[src/rtl/crc_eng_pkg.sv]
package crc_eng_pkg;
  parameter int unsigned CRC_MAX_W = 16;

  typedef struct packed {
    logic doShift;
    logic doLoad;
  } crcStrobes_t;
endpackage

[src/rtl/crc_ctrl.sv]
module crc_ctrl
  import crc_eng_pkg::*;
(
  input  logic        engineRun,
  input  logic        shiftEn,
  input  logic        seedWr,
  output crcStrobes_t strb
);
  // shifting needs a running engine; R7/R8: loading needs a stopped one
  always_comb begin
    strb.doShift = engineRun & shiftEn;
    strb.doLoad  = ~engineRun & seedWr;
  end
endmodule

[src/rtl/crc_datapath.sv]
module crc_datapath
  import crc_eng_pkg::*;
#(
  parameter int unsigned MAX_W = CRC_MAX_W,
  localparam int unsigned LW   = $clog2(MAX_W)
)(
  input  logic             clk,
  input  logic             rst_n,
  input  crcStrobes_t      strb,
  input  logic [LW-1:0]    lenCode,
  input  logic [MAX_W-1:0] tapMask,
  input  logic             dataBit,
  input  logic [MAX_W-1:0] seedVal,
  output logic [MAX_W-1:0] crcOut
);
  logic [MAX_W-1:0] remReg;
  logic [MAX_W-1:0] lenMask;
  logic [MAX_W-1:0] tapEff;
  logic [MAX_W-1:0] stepVal;
  logic             fbBit;

  // thermometer mask: bit i kept when i < length
  always_comb begin
    for (int i = 0; i < MAX_W; i++) lenMask[i] = (i <= int'(lenCode));
  end

  assign fbBit   = remReg[lenCode];
  assign tapEff  = {tapMask[MAX_W-1:1], 1'b1} & lenMask;
  assign stepVal = ({remReg[MAX_W-2:0], dataBit} ^ (fbBit ? tapEff : '0)) & lenMask;
  assign crcOut  = remReg & lenMask;

  always_ff @(posedge clk or negedge rst_n) begin
    if (!rst_n)              remReg <= '0;
    else if (strb.doLoad)    remReg <= seedVal & lenMask;
    else if (strb.doShift)   remReg <= stepVal;
  end

  // no strobe, no change
  p_hold_r3: assert property (@(posedge clk) disable iff (!rst_n)
    (!strb.doLoad && !strb.doShift) |=> (remReg == $past(remReg)));

  // load lands truncated to the length in force at the load
  p_load_r7: assert property (@(posedge clk) disable iff (!rst_n)
    strb.doLoad |=> (remReg == ($past(seedVal) & $past(lenMask))));

  // new bit 0 is the data bit combined with the x0 feedback term
  p_shift_lsb_r4: assert property (@(posedge clk) disable iff (!rst_n)
    (strb.doShift && !strb.doLoad) |=> (remReg[0] == ($past(dataBit) ^ $past(fbBit))));
endmodule

[src/rtl/prog_crc_core.sv]
module prog_crc_core
  import crc_eng_pkg::*;
(
  input  logic        clk,
  input  logic        rst_n,
  input  logic [3:0]  lenCode,
  input  logic [15:0] tapMask,
  input  logic        engineRun,
  input  logic        shiftEn,
  input  logic        dataBit,
  input  logic        seedWr,
  input  logic [15:0] seedVal,
  output logic [15:0] crcOut
);
  crcStrobes_t strb;

  crc_ctrl u_ctrl (
    .engineRun (engineRun),
    .shiftEn   (shiftEn),
    .seedWr    (seedWr),
    .strb      (strb)
  );

  crc_datapath #(.MAX_W(16)) u_dp (
    .clk     (clk),
    .rst_n   (rst_n),
    .strb    (strb),
    .lenCode (lenCode),
    .tapMask (tapMask),
    .dataBit (dataBit),
    .seedVal (seedVal),
    .crcOut  (crcOut)
  );

  // nothing visible above the programmed length
  p_upper_zero_r2: assert property (@(posedge clk) disable iff (!rst_n)
    (((crcOut >> lenCode) >> 1) == 16'h0000));

  // running without a strobe keeps the result, seed requests or not
  p_run_blocks_seed_r8: assert property (@(posedge clk) disable iff (!rst_n)
    (engineRun && !shiftEn) |=> ((crcOut == $past(crcOut)) || (lenCode != $past(lenCode))));
endmodule

[config.mk]
export PLATFORM = sky130hd
export DESIGN_NAME = prog_crc_core
export DESIGN_NICKNAME = d
export VERILOG_FILES = /design/src/rtl/crc_eng_pkg.sv /design/src/rtl/crc_ctrl.sv /design/src/rtl/crc_datapath.sv /design/src/rtl/prog_crc_core.sv
export SDC_FILE = /design/constraint.sdc
export NUM_CORES = 1
export LEC_CHECK = 0
export ABC_CLOCK_PERIOD_IN_PS = 2500
export BUFFER_PORTS_ARGS = -buffer_cell sky130_fd_sc_hd__buf_2
export CORE_MARGIN = 8
export CORE_UTILIZATION = 40
export DETAILED_ROUTE_END_ITERATION = 7
export PLACE_DENSITY = 0.65
export SYNTH_ARGS = -nofsm -noshare
export SYNTH_HDL_FRONTEND = slang
export SYNTH_SLANG_ARGS = --single-unit
[constraint.sdc]
create_clock -name clk -period 2.5 [get_ports clk]
set_input_delay 0.5 -clock clk [delete_from_list [all_inputs] [get_ports clk]]
set_output_delay 0.5 -clock clk [all_outputs]
set_load 0.02 [all_outputs]
==> summary.txt, run 1 <==
Timing
  – Minimum clock period: 2.124 ns
  – Maximum clock rate: 470.8 MHz
  – Final clock skew: roughly 0.0022 ns
  – Slew Viols, Final: 0
  – Pin slew with the least headroom to its limit: 0.4955 ns
  – Final Hold Fails: 0
  – Unrepaired setup endpoints after global routing: false
  – Period utilisation layout: 84.96%
  – Slew headroom: 66.97%
  – Final setup fails: 0
  – Setup TNS: 0 ns

Synthesis
  – Syn Area/Cell: 7.756 um^2
  – Dominant cell type by area after synthesis: dfrtp_1
  – Syn nets: about 220
  – Sequential-to-total area share from yosys stat: 29.33%
  – Top FF cell, synth: dfrtp_1
  – Synth area leaders: dfrtp_1 (29%), a21oi_1 (9.5%), xor2_1 (8.3%), nand2_1 (7.1%), and2_1 (5.5%)
  – Yosys cell types: 34
  – YS warnings: 0
  – Mapped cell area: 0.001365 mm^2
  – FFs w/ async S/R, synth: 100.0%
  – Post-synth top cells: a21oi_1 (26), nand2_1 (26), dfrtp_1 (16), nor2_1 (14), xor2_1 (13)
  – #FFs+latches synth: 16
  – EDFF count, synth: 0
  – Post-synth top area share: 29.33%
  – Mapped Cells: 176

GRT
  – Vias in the first global route: 1476
  – First-pass GRT wire length: 6858 um
  – Largest net degree at the start of global routing: 25
  – Initial antenna violation count: 0
  – Total global-route track usage: 15.55%
  – GRT overflow: 0

Die
  – Die width: 74.42 um
  – Die height: 74.42 um
  – Initial Utilization: 41.23%
  – Die area: 0.005538 mm^2
  – Num rows: 21
  – Core Region: 0.003311 mm^2
  – IO Count: 58

Setup path
  – WP data arrival: between 1.5 and 2 ns
  – Crit path required time: 2.00 ns
  – Crit Path Class: primary input to primary output
  – Critical R2R Capture: u_dp.remReg[5]$_DFFE_PN0P_
  – RR Startpoint: u_dp.remReg[5]$_DFFE_PN0P_
  – Worst Setup End Kind: primary output
  – Internal reg-to-reg setup slack: 0.56 ns
  – Worst Path Max Fanout: 6
  – R2R depth: 6
  – CP Launch Type: primary input

Placed design
  – Routability congestion estimate: around 0.83
  – Post-DP HPWL: 2998 um
  – Buffers on Ports: 56

Worst hold path
  – Worst min path class: primary input to async pin

Outcome
  – Outcome: finished clean

Finish
  – Area growth syn-to-layout: 23.46%
  – Ratio of cells with drive above 1 in the final layout: 30.09%
  – Max reg flops: 16
  – Largest regs: u_dp.remReg x16
  – N_diodes: 0
  – Filler instances: about 380
  – Largest reg by FF count: u_dp.remReg
  – Fin nets: between 200 and 300

Pwr
  – Final Power: 765.9 uW
  – Pwr/cell area: between 400 and 500 mW/mm^2
  – Worst IR Drop VDD: roughly 0.00025 V
  – LEAKAGE: between 0.8 and 0.9 nW

Clocking
  – Later-pin clock latency in the skew report: 0.28 ns
  – Setup Buffers After CTS: 0
  – CTS Hold Bufs: 0
  – H-tree depth: 1
  – CTS sink cnt: 16
  – Num CTS Buffers: 3
  – Max Buffers Root-to-Sink: 2
  – CTS tree: yes
  – Clk slew on worst S/H paths: 0.09 ns
  – Cts repair resizes: 0
  – Root Buffer: clkbuf_4

Route
  – Remaining antenna violation count: 0
  – Routed WL: about 4000 um
  – Iteration-0 DRC Markers: 61
  – # DRC: 0
  – DR WL/cell: between 10 and 15 um
  – DR vias/cell: 5.191
  – Via count: between 1000 and 1500
  – DRT Pass-1 Iters: 4

Run
  – Max Cap Viol: 0
how the worst max path moves through the flow:
| stage | endpoint | from | slack, ns | cells after the start |
|---|---|---|---|---|
| floorplan | crcOut[11] | lenCode[3] | 0.55 | 4 |
| detailed placement | u_dp.remReg[5]$_DFFE_PN0P_ | lenCode[0] | 0.27 | 7 |
| global route | crcOut[5] | lenCode[0] | 0.27 | 7 |
| finish | crcOut[5] | lenCode[0] | 0.38 | 7 |
| global placement | u_dp.remReg[4]$_DFFE_PN0P_ | lenCode[0] | 0.26 | 7 |
| CTS | crcOut[1] | lenCode[0] | 0.39 | 6 |
layer usage:
metal  up-vias  wire (um)  global-route usage, %
li1        720          -                      -
met4         0         34                  2.826
met2        43       1875                  25.85
met1       645       1815                  19.42
met3         4        308                  4.582
met5         -          0                      0
cells by family after synthesis:
kind of cell	after synthesis	share of synthesized area [%]
buffers and inverters	14	5.133
flip-flops	16	29.33
XOR/XNOR	16	10.27
AND/OR/NAND/NOR	73	26.31
AO/OA/AOI/OAI	50	22.82
multiplexers	7	6.141
area by class of cell:
cell class / count / area (um^2) / share of cell area, %
Timing Repair Buffer: 59 / 302.8 / 17.97
Sequential cell: 16 / 400.4 / 23.76
Multi-Input combinational cell: 146 / 894.6 / 53.08
Inverter: 2 / 7.507 / 0.4454
Clock buffer: 3 / 22.52 / 1.336
Tap cell: 46 / 57.56 / 3.415
layout by cell type (no fill, tap or decap), drive strengths merged, types with 2 or more instances in the layout:
cell type	n
xnor2	3
o31ai	2
buf	59
a21oi	26
inv	2
mux2i	5
nand2	26
a32oi	7
or2	2
nand4	4
xor2	13
clkbuf	3
nor2b	8
dfrtp	16
and3	3
and2	12
a22oi	2
nor2	14
o21ai	8
power breakdown:
group          internal, mW  leakage (nW)  switching, mW
registers             0.290         0.211         0.0415
clock network        0.0560        0.0138         0.0816
logic                 0.132         0.590          0.165
critical path: stages:
cell     delay (ns)
buf_2          0.15
buf_4          0.18
nor2_1         0.31
nor2b_1        0.09
nor2_1         0.17
nor2b_1        0.06
buf_2          0.16
per-stage QoR:
stage               worst slack [ns]  hold WS [ns]  util, %  instance area, um^2  std cells
global placement              0.2560        0.4390    50.23                 1663        269
finish                        0.3759        0.1115    50.91                 1685        272
detailed placement            0.2691        0.4398    50.23                 1663        269
global route                  0.2736        0.1326    50.91                 1685        272
floorplan                     0.5549        0.2044        -                 1365        176
CTS                           0.3935        0.1265    50.91                 1685        272
Note: power is estimated with default switching activity, not from simulation.
==> run 2, diff against run 1 <==
Settings changed: ABC_AREA set to 1, ABC_CLOCK_PERIOD_IN_PS 2500 to 2100, PLACE_DENSITY 0.65 to 0.62.
Clock period 2.5 ns to 2.1 ns, I/O delays scaled along.
==> run 2 against run 1 <==
Final cell count up 47%. Area after synthesis up 25%. Global-route usage up 0.43 points. Sequential cell count unchanged. Core utilization grew 0.47 points. Critical path type unchanged. Critical path depth is 1 higher. Largest power group is now combinational cells. Setup slack worse by 0.16 ns. Design area rose by 24%. Clock-buffer cell count rose by 1. Clock skew up 0.0018 ns. Worst hold slack worse by 0.016 ns. Largest cell class unchanged.
==> summary.txt, run 2 <==
Clocking
  – Clk slew on worst S/H paths: 0.07 ns (-0.02 ns)
  – Later-pin clock latency in the skew report: 0.25 ns (-0.03 ns)
  – Cts repair resizes: 0 (unchanged)
  – Num CTS Buffers: 3 (unchanged)
  – CTS tree: yes
  – Root Buffer: clkbuf_8
  – CTS Hold Bufs: 0 (unchanged)
  – Setup Buffers After CTS: 0 (unchanged)
  – CTS sink cnt: 16 (unchanged)
  – H-tree depth: 1 (unchanged)
  – Max Buffers Root-to-Sink: 2 (unchanged)

Synthesis
  – Post-synth top area share: 23.43% (-5.9 points)
  – #FFs+latches synth: 16 (unchanged)
  – Adder-cell share of the synthesized area: 0% (unchanged)
  – Syn nets: 337 (+55%)
  – Synth Area in Compound Gates: 8.419% (-14 points)
  – Largest family of logic cells by synthesized area: simple AND/OR/NAND/NOR gates
  – Dominant cell type by area after synthesis: dfrtp_1
  – Mapped Cells: 295 (+68%)
  – YS warnings: 0 (unchanged)
  – Multiplexer area fraction after synthesis: 0% (-6.1 points)
  – Syn Area/Cell: 5.794 um^2 (-25%)
  – Synth Area in Simple Gates: 52.42% (+26 points)
  – Sequential-to-total area share from yosys stat: 23.43% (-5.9 points)
  – Post-synth top cells: nand2_1 (95), nor2_1 (42), inv_1 (38), nand3_1 (29), dfrtp_1 (16)
  – FFs w/ async S/R, synth: 100.0% (unchanged)
  – Synth area leaders: dfrtp_1 (23%), nand2_1 (21%), nor2_1 (9.2%), nand3_1 (8.5%), inv_1 (8.3%)
  – Yosys cell types: 25 (-26%)
  – EDFF count, synth: 0 (unchanged)
  – Post-synthesis xor/xnor area fraction: 0.9517% (-9.3 points)
  – Cell with the most instances after synthesis: nand2_1
  – Top FF cell, synth: dfrtp_1
  – Mapped cell area: 0.001709 mm^2 (+25%)

Pwr
  – LEAKAGE: 1.209 nW (+48%)
  – Final Power: 1.147 mW (+50%)
  – Pwr/cell area: 550.1 mW/mm^2 (+21%)
  – Worst IR Drop VDD: 0.0002348 V (-6.2%)

Die
  – Die width: 81.37 um (+9.3%)
  – Die height: 81.37 um (+9.3%)
  – Num rows: 23 (+9.5%)
  – Initial Utilization: 42.12% (+0.89 points)
  – IO Count: 58 (unchanged)
  – Core Region: 0.004058 mm^2 (+23%)
  – Die area: 0.006620 mm^2 (+20%)

Setup path
  – CP Launch Type: primary input
  – Crit path required time: 1.68 ns (-0.32 ns)
  – Worst Setup End Kind: primary output
  – Internal reg-to-reg setup slack: 0.53 ns (-0.03 ns)
  – WP data arrival: 1.47 ns (-0.15 ns)
  – Crit Path Class: primary input to primary output
  – Worst Path Max Fanout: 12 (+6)

Route
  – Routed WL: 5134 um (+27%)
  – Remaining antenna violation count: 0 (unchanged)
  – # DRC: 0 (unchanged)
  – Iteration-0 DRC Markers: 94 (+54%)
  – Met1 Routed Length: 2438 um (+34%)
  – DRT Pass-1 Iters: 4 (unchanged)
  – DR WL/cell: 12.80 um (-14%)
  – Metal3 WL: 318 um (+3.2%)
  – Met2 WL: 2336 um (+25%)
  – Max layer used: met4
  – Via count: 1920 (+36%)
  – DR vias/cell: 4.788 (-7.8%)

Timing
  – Final setup fails: 0 (unchanged)
  – Unrepaired setup endpoints after global routing: false
  – Period utilisation layout: between 80% and 90%
  – Maximum clock rate: roughly 530 MHz
  – Slew headroom: 48.45% (-19 points)
  – Setup ws final: 0.2113 ns (-0.1647 ns)
  – Setup TNS: 0 ns (unchanged)
  – Minimum clock period: 1.889 ns
  – Final clock skew: 0.003985 ns (+0.001820 ns)
  – Hold Slack: 0.09507 ns (-0.01645 ns)
  – Pin slew with the least headroom to its limit: 0.7724 ns (+0.2769 ns)
  – Final Hold Fails: 0 (unchanged)
  – Slew Viols, Final: 0 (unchanged)

Worst hold path
  – Worst min path class: primary input to async pin

GRT
  – Vias in the first global route: 1868 (+27%)
  – Largest net degree at the start of global routing: 31 (+24%)
  – Initial antenna violation count: 0 (unchanged)
  – GRT overflow: 0 (unchanged)
  – First-pass GRT wire length: 8480 um (+24%)
  – Total global-route track usage: 15.99% (+0.43 points)

Placed design
  – Buffers on Ports: 56 (unchanged)
  – Dpl cell area: 0.002029 mm^2 (+22%)
  – Setup WS pre-CTS: 0.2102 ns (-0.05883 ns)
  – Routability congestion estimate: 0.8438 (+1.9%)
  – Post-DP HPWL: 3847 um (+28%)

Finish
  – Fin nets: 394 (+46%)
  – Largest reg by FF count: u_dp.remReg
  – Largest regs: u_dp.remReg x16
  – Max reg flops: 16 (unchanged)
  – Design Area, Final: 0.002085 mm^2 (+24%)
  – Ratio of cells with drive above 1 in the final layout: 27.35% (-2.7 points)
  – Filler instances: 449 (+19%)
  – Most common cell after layout, fill and taps aside: nand2_1
  – Area growth syn-to-layout: 21.96%
  – Commonest non-fill, non-tap cells in the layout: nand2_1 (95), buf_2 (56), nor2_1 (42)
  – N_diodes: 0 (unchanged)

Outcome
  – Outcome: finished clean

Run
  – Max Cap Viol: 0 (unchanged)
-- run 2: cell count changes after synthesis, moves of 8 or more --
| cell | change |
|---|---|
| and2_1 | -12 |
| a21oi_1 | -24 |
| nor2_1 | +28 |
| inv_1 | +36 |
| nor3_1 | +9 |
| nand3_1 | +28 |
| nand2_1 | +69 |
| xor2_1 | -13 |
| nand3_2 | +12 |
| nor2b_1 | -8 |
-- run 2: stage by stage --
stage	std cells	util, %
floorplan	295	-
global placement	397	50.02
detailed placement	397	50.02
CTS	401	51.37
global route	401	51.37
finish	401	51.37
-- run 2: metal layers --
| metal | up-vias | GRT usage [%] |
|---|---|---|
| met3 | 4 | 2.097 |
| met5 | - | 0 |
| met1 | 836 | 21.08 |
| met2 | 52 | 26.65 |
| met4 | 0 | 4.107 |
| li1 | 1028 | - |
-- run 2: path summary, 6_finish.rpt --
| check | to | cells past startpoint | from |
|---|---|---|---|
| worst min register to register | u_dp.remReg[2]$_DFFE_PN0P_ | 2 | u_dp.remReg[2]$_DFFE_PN0P_ |
| min in group clk | u_dp.remReg[0]$_DFFE_PN0P_ | 3 | shiftEn |
| worst max register to register | u_dp.remReg[2]$_DFFE_PN0P_ | 12 | u_dp.remReg[1]$_DFFE_PN0P_ |
| worst min-delay path | u_dp.remReg[10]$_DFFE_PN0P_ | 1 | rst_n |
| worst max-delay path | crcOut[1] | 8 | lenCode[3] |
| max in group asynchronous | u_dp.remReg[11]$_DFFE_PN0P_ | 1 | rst_n |
-- run 2: worst max-delay path, cell delays in order --
cell and delay [ns]:
buf_2 0.18, inv_1 0.11, nand2_1 0.08, nor2_1 0.27, nand2_1 0.15, nand2_1 0.08, inv_1 0.03, buf_2 0.15
-- run 2: kinds of logic after synthesis --
family,count (synthesis)
and+or+nand+nor,196
xor gates and xnor gates,1
AOI/OAI and AO/OA,25
DFF,16
buffers and inverters,57
-- run 2: power breakdown --
part	internal (mW)	switching (mW)	total (mW)
logic	0.174	0.300	0.474
registers	0.350	0.0448	0.395
clock network	0.166	0.111	0.278
total	0.691	0.456	1.15
-- run 2: layout make-up --
class / instances / area, um^2 / area share (%)
Clock buffer: 4 / 55.05 / 2.641
Sequential cell: 16 / 400.4 / 19.21
Tap cell: 50 / 62.56 / 3.001
Multi-Input combinational cell: 222 / 1056 / 50.66
Timing Repair Buffer: 64 / 340.3 / 16.33
Inverter: 45 / 170.2 / 8.163
